## src/rtl/usb_ls_rx_pkg.sv

```systemverilog
package usb_ls_rx_pkg;
  typedef enum logic [2:0] {
    ST_IDLE, ST_SYNC, ST_DATA, ST_WAIT_SE0, ST_WAIT_J
  } rx_state_e;

  typedef struct packed {
    logic lvl;   // dm level, 1 = J
    logic is_j;
    logic is_k;
    logic is_se0;
  } line_t;
endpackage

```

## src/rtl/usb_ls_rx_line.sv

```systemverilog
module usb_ls_rx_line #(
  parameter int RESET_CLKS = 120
) (
  input  logic                  clk_i,
  input  logic                  rst_ni,
  input  logic                  dp_i,
  input  logic                  dm_i,
  output usb_ls_rx_pkg::line_t  line_o,
  output logic                  bus_reset_o
);
  localparam int TW = $clog2(RESET_CLKS + 1);

  logic [1:0] dp_q, dm_q;
  logic [TW-1:0] se0_cnt;

  always_ff @(posedge clk_i or negedge rst_ni) begin
    if (!rst_ni) begin
      dp_q <= 2'b00;
      dm_q <= 2'b11;
    end else begin
      dp_q <= {dp_q[0], dp_i};
      dm_q <= {dm_q[0], dm_i};
    end
  end

  always_comb begin
    line_o.lvl    = dm_q[1];
    line_o.is_j   = dm_q[1] & ~dp_q[1];
    line_o.is_k   = dp_q[1] & ~dm_q[1];
    line_o.is_se0 = ~dp_q[1] & ~dm_q[1];
  end

  always_ff @(posedge clk_i or negedge rst_ni) begin
    if (!rst_ni) begin
      se0_cnt     <= '0;
      bus_reset_o <= 1'b0;
    end else begin
      if (!line_o.is_se0)                    se0_cnt <= '0;
      else if (se0_cnt != TW'(RESET_CLKS))   se0_cnt <= se0_cnt + 1'b1;
      bus_reset_o <= line_o.is_se0 && (se0_cnt >= TW'(RESET_CLKS - 1));
    end
  end
endmodule

```

## src/rtl/usb_ls_rx_core.sv

```systemverilog
module usb_ls_rx_core #(
  parameter int CLKS_PER_BIT = 8,
  parameter int DEPTH        = 11,
  parameter int STUFF_LEN    = 6,
  localparam int PW = $clog2(CLKS_PER_BIT),
  localparam int CW = $clog2(DEPTH + 1)
) (
  input  logic                  clk_i,
  input  logic                  rst_ni,
  input  usb_ls_rx_pkg::line_t  line_i,
  output logic                  wr_en_o,
  output logic [CW-1:0]         wr_addr_o,
  output logic [7:0]            wr_data_o,
  output logic                  packet_done_o,
  output logic [CW-1:0]         byte_count_o,
  output logic                  error_o,
  output logic                  overflow_o
);
  import usb_ls_rx_pkg::*;
  localparam int HALF = CLKS_PER_BIT / 2;
  localparam int OW   = $clog2(STUFF_LEN + 1);

  rx_state_e     state;
  logic [PW-1:0] phase;
  logic          last_lvl, prev_lvl, k_seen, ovf;
  logic [OW-1:0] ones;
  logic [2:0]    bit_idx;
  logic [7:0]    shreg;
  logic [CW-1:0] cnt;

  logic edge_seen, sample, dbit, stuff_slot, byte_done;

  always_comb begin
    edge_seen  = line_i.lvl != last_lvl;
    sample     = phase == PW'(HALF);
    dbit       = line_i.lvl == prev_lvl;
    stuff_slot = ones == OW'(STUFF_LEN);
    byte_done  = (state == ST_DATA) && sample && !line_i.is_se0 &&
                 !stuff_slot && (bit_idx == 3'd7);
    wr_en_o    = byte_done && (cnt != CW'(DEPTH));
    wr_addr_o  = cnt;
    wr_data_o  = {dbit, shreg[7:1]};
  end

  always_ff @(posedge clk_i or negedge rst_ni) begin
    if (!rst_ni) begin
      state <= ST_IDLE; phase <= '0; last_lvl <= 1'b1; prev_lvl <= 1'b1;
      k_seen <= 1'b0; ovf <= 1'b0; ones <= '0; bit_idx <= '0; shreg <= '0;
      cnt <= '0; packet_done_o <= 1'b0; byte_count_o <= '0;
      error_o <= 1'b0; overflow_o <= 1'b0;
    end else begin
      last_lvl      <= line_i.lvl;
      packet_done_o <= 1'b0;
      // realign phase on every transition until data starts
      if (state inside {ST_IDLE, ST_SYNC} && edge_seen)  phase <= '0;
      else if (phase == PW'(CLKS_PER_BIT - 1))          phase <= '0;
      else                                              phase <= phase + 1'b1;

      unique case (state)
        ST_IDLE: begin
          k_seen <= 1'b0;
          if (line_i.is_k && last_lvl) state <= ST_SYNC;
        end
        ST_SYNC: if (sample) begin
          if (line_i.is_se0) state <= ST_WAIT_J;
          else if (line_i.is_k) begin
            k_seen <= 1'b1;
            if (k_seen) begin
              state <= ST_DATA; prev_lvl <= 1'b0; ones <= OW'(1);
              bit_idx <= '0; cnt <= '0; ovf <= 1'b0;
            end
          end else k_seen <= 1'b0;
        end
        ST_DATA: if (sample) begin
          if (line_i.is_se0) begin
            packet_done_o <= 1'b1; byte_count_o <= cnt;
            error_o <= ovf; overflow_o <= ovf; state <= ST_WAIT_J;
          end else begin
            prev_lvl <= line_i.lvl;
            if (stuff_slot) begin
              ones <= '0;
              if (dbit) begin
                packet_done_o <= 1'b1; byte_count_o <= cnt;
                error_o <= 1'b1; overflow_o <= ovf; state <= ST_WAIT_SE0;
              end
            end else begin
              ones    <= dbit ? ones + 1'b1 : '0;
              shreg   <= {dbit, shreg[7:1]};
              bit_idx <= bit_idx + 1'b1;
              if (byte_done) begin
                if (cnt == CW'(DEPTH)) ovf <= 1'b1;
                else                   cnt <= cnt + 1'b1;
              end
            end
          end
        end
        ST_WAIT_SE0: if (line_i.is_se0) state <= ST_WAIT_J;
        ST_WAIT_J:   if (line_i.is_j)   state <= ST_IDLE;
        default:     state <= ST_IDLE;
      endcase
    end
  end
endmodule

```

## src/rtl/usb_ls_rx_buf.sv

```systemverilog
module usb_ls_rx_buf #(
  parameter int DEPTH = 11,
  localparam int AW = $clog2(DEPTH),
  localparam int CW = $clog2(DEPTH + 1)
) (
  input  logic          clk_i,
  input  logic          rst_ni,
  input  logic          wr_en_i,
  input  logic [CW-1:0] wr_addr_i,
  input  logic [7:0]    wr_data_i,
  input  logic [AW-1:0] rd_addr_i,
  output logic [7:0]    rd_data_o
);
  logic [7:0] entry [DEPTH];

  for (genvar g = 0; g < DEPTH; g++) begin : g_entry
    always_ff @(posedge clk_i or negedge rst_ni) begin
      if (!rst_ni)                                  entry[g] <= '0;
      else if (wr_en_i && wr_addr_i == CW'(g))      entry[g] <= wr_data_i;
    end
  end

  always_comb begin
    rd_data_o = '0;
    for (int i = 0; i < DEPTH; i++)
      if (rd_addr_i == AW'(i)) rd_data_o = entry[i];
  end
endmodule

```

## src/rtl/usb_ls_rx.sv

```systemverilog
module usb_ls_rx #(
  parameter int CLKS_PER_BIT = 8,
  parameter int DEPTH        = 11,
  parameter int STUFF_LEN    = 6,
  parameter int RESET_CLKS   = 120,
  localparam int AW = $clog2(DEPTH),
  localparam int CW = $clog2(DEPTH + 1)
) (
  input  logic          clk_i,
  input  logic          rst_ni,
  input  logic          dp_i,
  input  logic          dm_i,
  input  logic [AW-1:0] rd_addr_i,
  output logic [7:0]    rd_data_o,
  output logic          packet_done_o,
  output logic [CW-1:0] byte_count_o,
  output logic          error_o,
  output logic          overflow_o,
  output logic          bus_reset_o
);
  usb_ls_rx_pkg::line_t line;
  logic          wr_en;
  logic [CW-1:0] wr_addr;
  logic [7:0]    wr_data;

  usb_ls_rx_line #(.RESET_CLKS(RESET_CLKS)) u_line (
    .clk_i, .rst_ni, .dp_i, .dm_i, .line_o(line), .bus_reset_o
  );

  usb_ls_rx_core #(.CLKS_PER_BIT(CLKS_PER_BIT), .DEPTH(DEPTH), .STUFF_LEN(STUFF_LEN)) u_core (
    .clk_i, .rst_ni, .line_i(line), .wr_en_o(wr_en), .wr_addr_o(wr_addr),
    .wr_data_o(wr_data), .packet_done_o, .byte_count_o, .error_o, .overflow_o
  );

  usb_ls_rx_buf #(.DEPTH(DEPTH)) u_buf (
    .clk_i, .rst_ni, .wr_en_i(wr_en), .wr_addr_i(wr_addr), .wr_data_i(wr_data),
    .rd_addr_i, .rd_data_o
  );
endmodule

```

## config.mk

```make
export PLATFORM = sky130hd
export DESIGN_NAME = usb_ls_rx
export DESIGN_NICKNAME = d
export VERILOG_FILES = /design/src/rtl/usb_ls_rx_pkg.sv /design/src/rtl/usb_ls_rx_line.sv /design/src/rtl/usb_ls_rx_core.sv /design/src/rtl/usb_ls_rx_buf.sv /design/src/rtl/usb_ls_rx.sv
export SDC_FILE = /design/constraint.sdc
export NUM_CORES = 1
export LEC_CHECK = 0
export BUFFER_PORTS_ARGS = -buffer_cell sky130_fd_sc_hd__buf_2
export CORE_MARGIN = 3
export CORE_UTILIZATION = 45
export CTS_BUF_LIST = sky130_fd_sc_hd__clkbuf_4 sky130_fd_sc_hd__clkbuf_8 sky130_fd_sc_hd__clkbuf_16
export CTS_CLUSTER_DIAMETER = 50
export DETAILED_ROUTE_END_ITERATION = 7
export PLACE_DENSITY = 0.67
export SETUP_SLACK_MARGIN = 0.4
export SLEW_MARGIN = 20
export SYNTH_ARGS = -nofsm -noshare
export SYNTH_HDL_FRONTEND = slang
export SYNTH_SLANG_ARGS = --single-unit
export TNS_END_PERCENT = 1
```

## constraint.sdc

```tcl
create_clock -name clk_i -period 2.5 [get_ports clk_i]
set_clock_uncertainty 0.2 [all_clocks]
set_input_delay 0.25 -clock clk_i [delete_from_list [all_inputs] [get_ports clk_i]]
set_output_delay 0.25 -clock clk_i [all_outputs]
set_load 0.005 [all_outputs]
```

==> results_tabular.tex <==
\begin{tabular}{lr}
\hline
Metric & Value \\
\hline
\multicolumn{2}{l}{\textbf{Run status}} \\
Result of the run & completed \\
\multicolumn{2}{l}{\textbf{Worst hold path}} \\
Worst hold path type & in2async \\
\multicolumn{2}{l}{\textbf{Routing}} \\
Number of design rule violations left after detail routing & 0 \\
Via count of the routed design & 4818 \\
Starting DRC count in detailed routing & 430 \\
Routed WL per cell & 19.4 µm \\
Drt first pass iters & 5 \\
Vias/cell & 5.84 \\
Sum of routed wire length over all layers & 16000 µm \\
Post-DRT Antenna Nets & 0 \\
\multicolumn{2}{l}{\textbf{Critical path}} \\
Critical path data arrival time & 1830 ps \\
Peak per-stage delay on the critical path & 380 ps \\
Library cell contributing the largest single delay on the critical path & sky130\_fd\_sc\_hd\_\_nand2b\_1 \\
Crit Reg-Reg Startpoint & u\_core.phase[1]\$\_DFF\_PN0\_ \\
Cell breakdown of the critical path & buf\_2, nand2b\_1, nor2\_1, a22o\_1, o21ai\_0, buf\_2 \\
R2R Setup Slk & 260 ps \\
Worst Setup End Kind & output port \\
Worst reg2reg endpoint & u\_core.wr\_addr\_o[3]\$\_DFFE\_PN0P\_ \\
Critical path startpoint category & input pin \\
Req. time, crit path & 2050 ps \\
Cell with the most instances on the worst path & sky130\_fd\_sc\_hd\_\_buf\_2 \\
Max Fanout on Critical Path & 16 \\
Kind of critical path & in2out \\
R2R cell count & 7 \\
\multicolumn{2}{l}{\textbf{Yosys}} \\
Main combinational cell family by area after synthesis & multiplexers \\
Post-synth design cell area & 6690 µm² \\
Mean Syn Cell Area & 11.4 µm² \\
Gate Count Post-Synth & 589 \\
Seq/Total Area, Yosys & 0.502 \\
Top area cells in the synthesized netlist & sky130\_fd\_sc\_hd\_\_dfrtp\_1 49\%, sky130\_fd\_sc\_hd\_\_mux2\_2 14\%, sky130\_fd\_sc\_hd\_\_o21ai\_0 3.1\% \\
Net count of the mapped netlist & 610 \\
Commonest cells in the synthesized netlist & 130 x sky130\_fd\_sc\_hd\_\_dfrtp\_1, 83 x sky130\_fd\_sc\_hd\_\_mux2\_2, 41 x sky130\_fd\_sc\_hd\_\_o21ai\_0, 31 x sky130\_fd\_sc\_hd\_\_a21oi\_1 \\
Synthesized flop and latch total & 134 \\
Synth Area in Simple Gates & 0.102 \\
Dominant register cell in the synthesized netlist & sky130\_fd\_sc\_hd\_\_dfrtp\_1 \\
Area fraction of the dominant cell type after synthesis & 0.486 \\
EDFF count, synth & 0 \\
XOR/XNOR share of the synthesized area & 0.00916 \\
Synthesized-area fraction occupied by ao, oa, aoi and oai cells & 0.124 \\
Cell with the most instances after synthesis & sky130\_fd\_sc\_hd\_\_dfrtp\_1 \\
Synth Area in Adders & 0.0243 \\
Cell taking the most area after synthesis & sky130\_fd\_sc\_hd\_\_dfrtp\_1 \\
Cell variety after synth & 63 \\
Post-synthesis async set-or-reset flop share & 1.00 \\
Mux cell area share after synthesis & 0.203 \\
Synth warnings & 0 \\
\multicolumn{2}{l}{\textbf{Timing}} \\
RSZ-0062 raised after global routing & true \\
Maximum clock frequency & 438 MHz \\
Setup ws final & 218 ps \\
Transition at the pin with the smallest max-transition slack & 578 ps \\
Slew Viols, Final & 0 \\
Final number of setup-violating endpoints & 0 \\
Hold Vio Cnt, Final & 0 \\
Final Cycle Share & 0.913 \\
Final critical path time including I/O delays and setup & 2280 ps \\
Hold Worst Slack & 79.2 ps \\
Setup TNS after final layout & 0 ps \\
Worst slew slack as a fraction of its limit & 0.615 \\
\multicolumn{2}{l}{\textbf{Power}} \\
Power share of the clock group & 0.440 \\
Internal power & 0.00425 W \\
Portion of total power attributed to combinational logic & 0.155 \\
Sequential cell fraction of total power & 0.405 \\
Power spent charging and discharging nets & 0.00159 W \\
Power Density & 733 nW/µm² \\
Net switching share of the total power & 0.272 \\
Worst vdd rail ir drop & 0.774 mV \\
Lkg Pwr & 3.81 nW \\
\multicolumn{2}{l}{\textbf{Floorplan}} \\
Std cell rows & 43 \\
Die extent in x & 128 µm \\
Total Die Area & 16400 µm² \\
Total core area & 14200 µm² \\
Number of I/O pins & 24 \\
Starting density of the core & 0.471 \\
Height of the die & 128 µm \\
\multicolumn{2}{l}{\textbf{Job}} \\
Max-cap violation count & 0 \\
\multicolumn{2}{l}{\textbf{Cells and area}} \\
Fill cells & 1205 \\
Area of the multi-input gates & 3220 µm² \\
Net count of the finished layout & 653 \\
Design Area, Final & 7960 µm² \\
Number of antenna repair diodes & 0 \\
Signed area change from the synthesized netlist to the final layout & 19.0\% \\
Area taken by flip-flops and latches & 3360 µm² \\
Fraction of layout instances using a drive strength above 1 & 0.349 \\
\multicolumn{2}{l}{\textbf{Global route}} \\
Maximum number of pins on one net before global-route repair & 51 \\
Tot GR Track Use & 0.209 \\
Overflow left after global routing & 0 \\
Antenna violations before repair & 0 \\
Wire length of the first global-routing pass & 26600 µm \\
Number of global-route vias before repair & 4954 \\
\multicolumn{2}{l}{\textbf{Place}} \\
Post-DP Area & 7140 µm² \\
IO Port Bufs & 23 \\
DP Wirelength & 10500 µm \\
Post-Place Worst Slack & 110 ps \\
Weighted congestion reported at the end of routability-driven placement & 0.869 \\
\multicolumn{2}{l}{\textbf{CTS}} \\
TritonCTS clock tree & yes \\
Clock buffers created by TritonCTS & 17 \\
Clock slew seen by the registers of the worst setup and hold paths & 60 ps \\
H-tree depth & 4 \\
Number of clock sinks seen by CTS & 134 \\
Insertion delay of the later-clocked pin in the worst-skew pair & 420 ps \\
Maximum clock path buffer count & 2 \\
Root Buffer Master & sky130\_fd\_sc\_hd\_\_clkbuf\_16 \\
\hline
\end{tabular}
## flip-flops by register name, summed over array words and instances (netlist names)
signal                count
u_buf.entry              88
u_core.bit_idx            3
u_core.byte_count_o       4
u_core.error_o            1
u_core.k_seen             1
u_core.last_lvl           1
u_core.ones               3
u_core.overflow_o         1
u_core.ovf                1
u_core.packet_done_o      1
u_core.phase              3
u_core.prev_lvl           1
u_core.shreg              7
u_core.state              3
u_core.wr_addr_o          4
u_line.bus_reset_o        1
u_line.dm_q               2
u_line.dp_q               2
u_line.se0_cnt            7
## critical path, delay by kind of cell
family,cells,cell delay [ps]
AOI/OAI and AO/OA,2,530
and+or+nand+nor,2,590
buffers and inverters,2,460
## final cells by class
| type | instances | share of cell area |
|---|---|---|
| Inverter | 19 | 0.00896 |
| Sequential cell | 134 | 0.422 |
| Clock inverter | 14 | 0.0218 |
| Timing Repair Buffer | 63 | 0.0594 |
| Clock buffer | 18 | 0.0552 |
| Multi-Input combinational cell | 397 | 0.404 |
| Tap cell | 180 | 0.0283 |
## how the worst max path moves through the flow
stage               cells after the start  slack, ps                   startpoint                           to
finish                                  6        220                 rd_addr_i[2]                 rd_data_o[7]
global route                            7        150                 rd_addr_i[2]                 rd_data_o[6]
CTS                                     4        280  u_buf.entry[61]$_DFFE_PN0P_                 rd_data_o[5]
detailed placement                      7        110  u_core.state[2]$_DFFE_PN0P_  u_buf.entry[35]$_DFFE_PN0P_
global placement                        7        100  u_core.state[2]$_DFFE_PN0P_  u_buf.entry[32]$_DFFE_PN0P_
floorplan                               7        260  u_core.state[0]$_DFFE_PN0P_  u_buf.entry[31]$_DFFE_PN0P_
## per-stage QoR
stage	instances	util	power (W)
2_1_floorplan	589	-	0.00291
3_3_place_gp	781	0.502	0.00316
3_5_place_dp	781	0.502	0.00319
4_1_cts	822	0.558	0.00585
5_1_grt	825	0.561	0.00611
6_report	825	0.561	0.00584
## cells in the final DEF (no fill, tap or decap), drive strengths merged, types with 19 or more instances in the layout
master / count
mux2i: 19
o21ai: 41
dfrtp: 130
nand2: 28
clkbuf: 19
mux2: 100
buf: 59
nor2: 28
inv: 22
a21oi: 31
## power by group through the flow
| stage | Combinational, W | Clock (W) | Sequential, W |
|---|---|---|---|
| 5_1_grt | 0.00101 | 0.00272 | 0.00238 |
| 3_5_place_dp | 0.000789 | 0 | 0.00240 |
| 2_1_floorplan | 0.000561 | 0 | 0.00235 |
| 6_report | 0.000906 | 0.00257 | 0.00236 |
| 4_1_cts | 0.000866 | 0.00262 | 0.00236 |
| 3_3_place_gp | 0.000763 | 0 | 0.00240 |
## routing by layer
layer	track usage	up-vias	routed length, µm
met4	0.0624	0	219
met1	0.281	2439	7320
met5	0	-	0
li1	-	2220	-
met2	0.340	138	7730
met3	0.0483	21	726
## cells by family (layout without fill, tap and decap cells)
family	Yosys count	in the layout
mux	121	121
simple gates	123	123
compound gates	133	133
fa+ha+maj	13	13
buf+inv	58	114
flops	134	134
xor+xnor	7	7
## repair_timing
| item | in CTS | in global routing |
|---|---|---|
| pin swaps | 5 | 2 |
| gates resized for setup | 26 | 7 |
| hold buffers | 3 | 0 |
| setup endpoints to repair | 106 | 112 |
| endpoints found under the hold margin | 132 | 0 |
| buffers inserted | 6 | 3 |
Note: power is estimated with default switching activity, not from simulation.
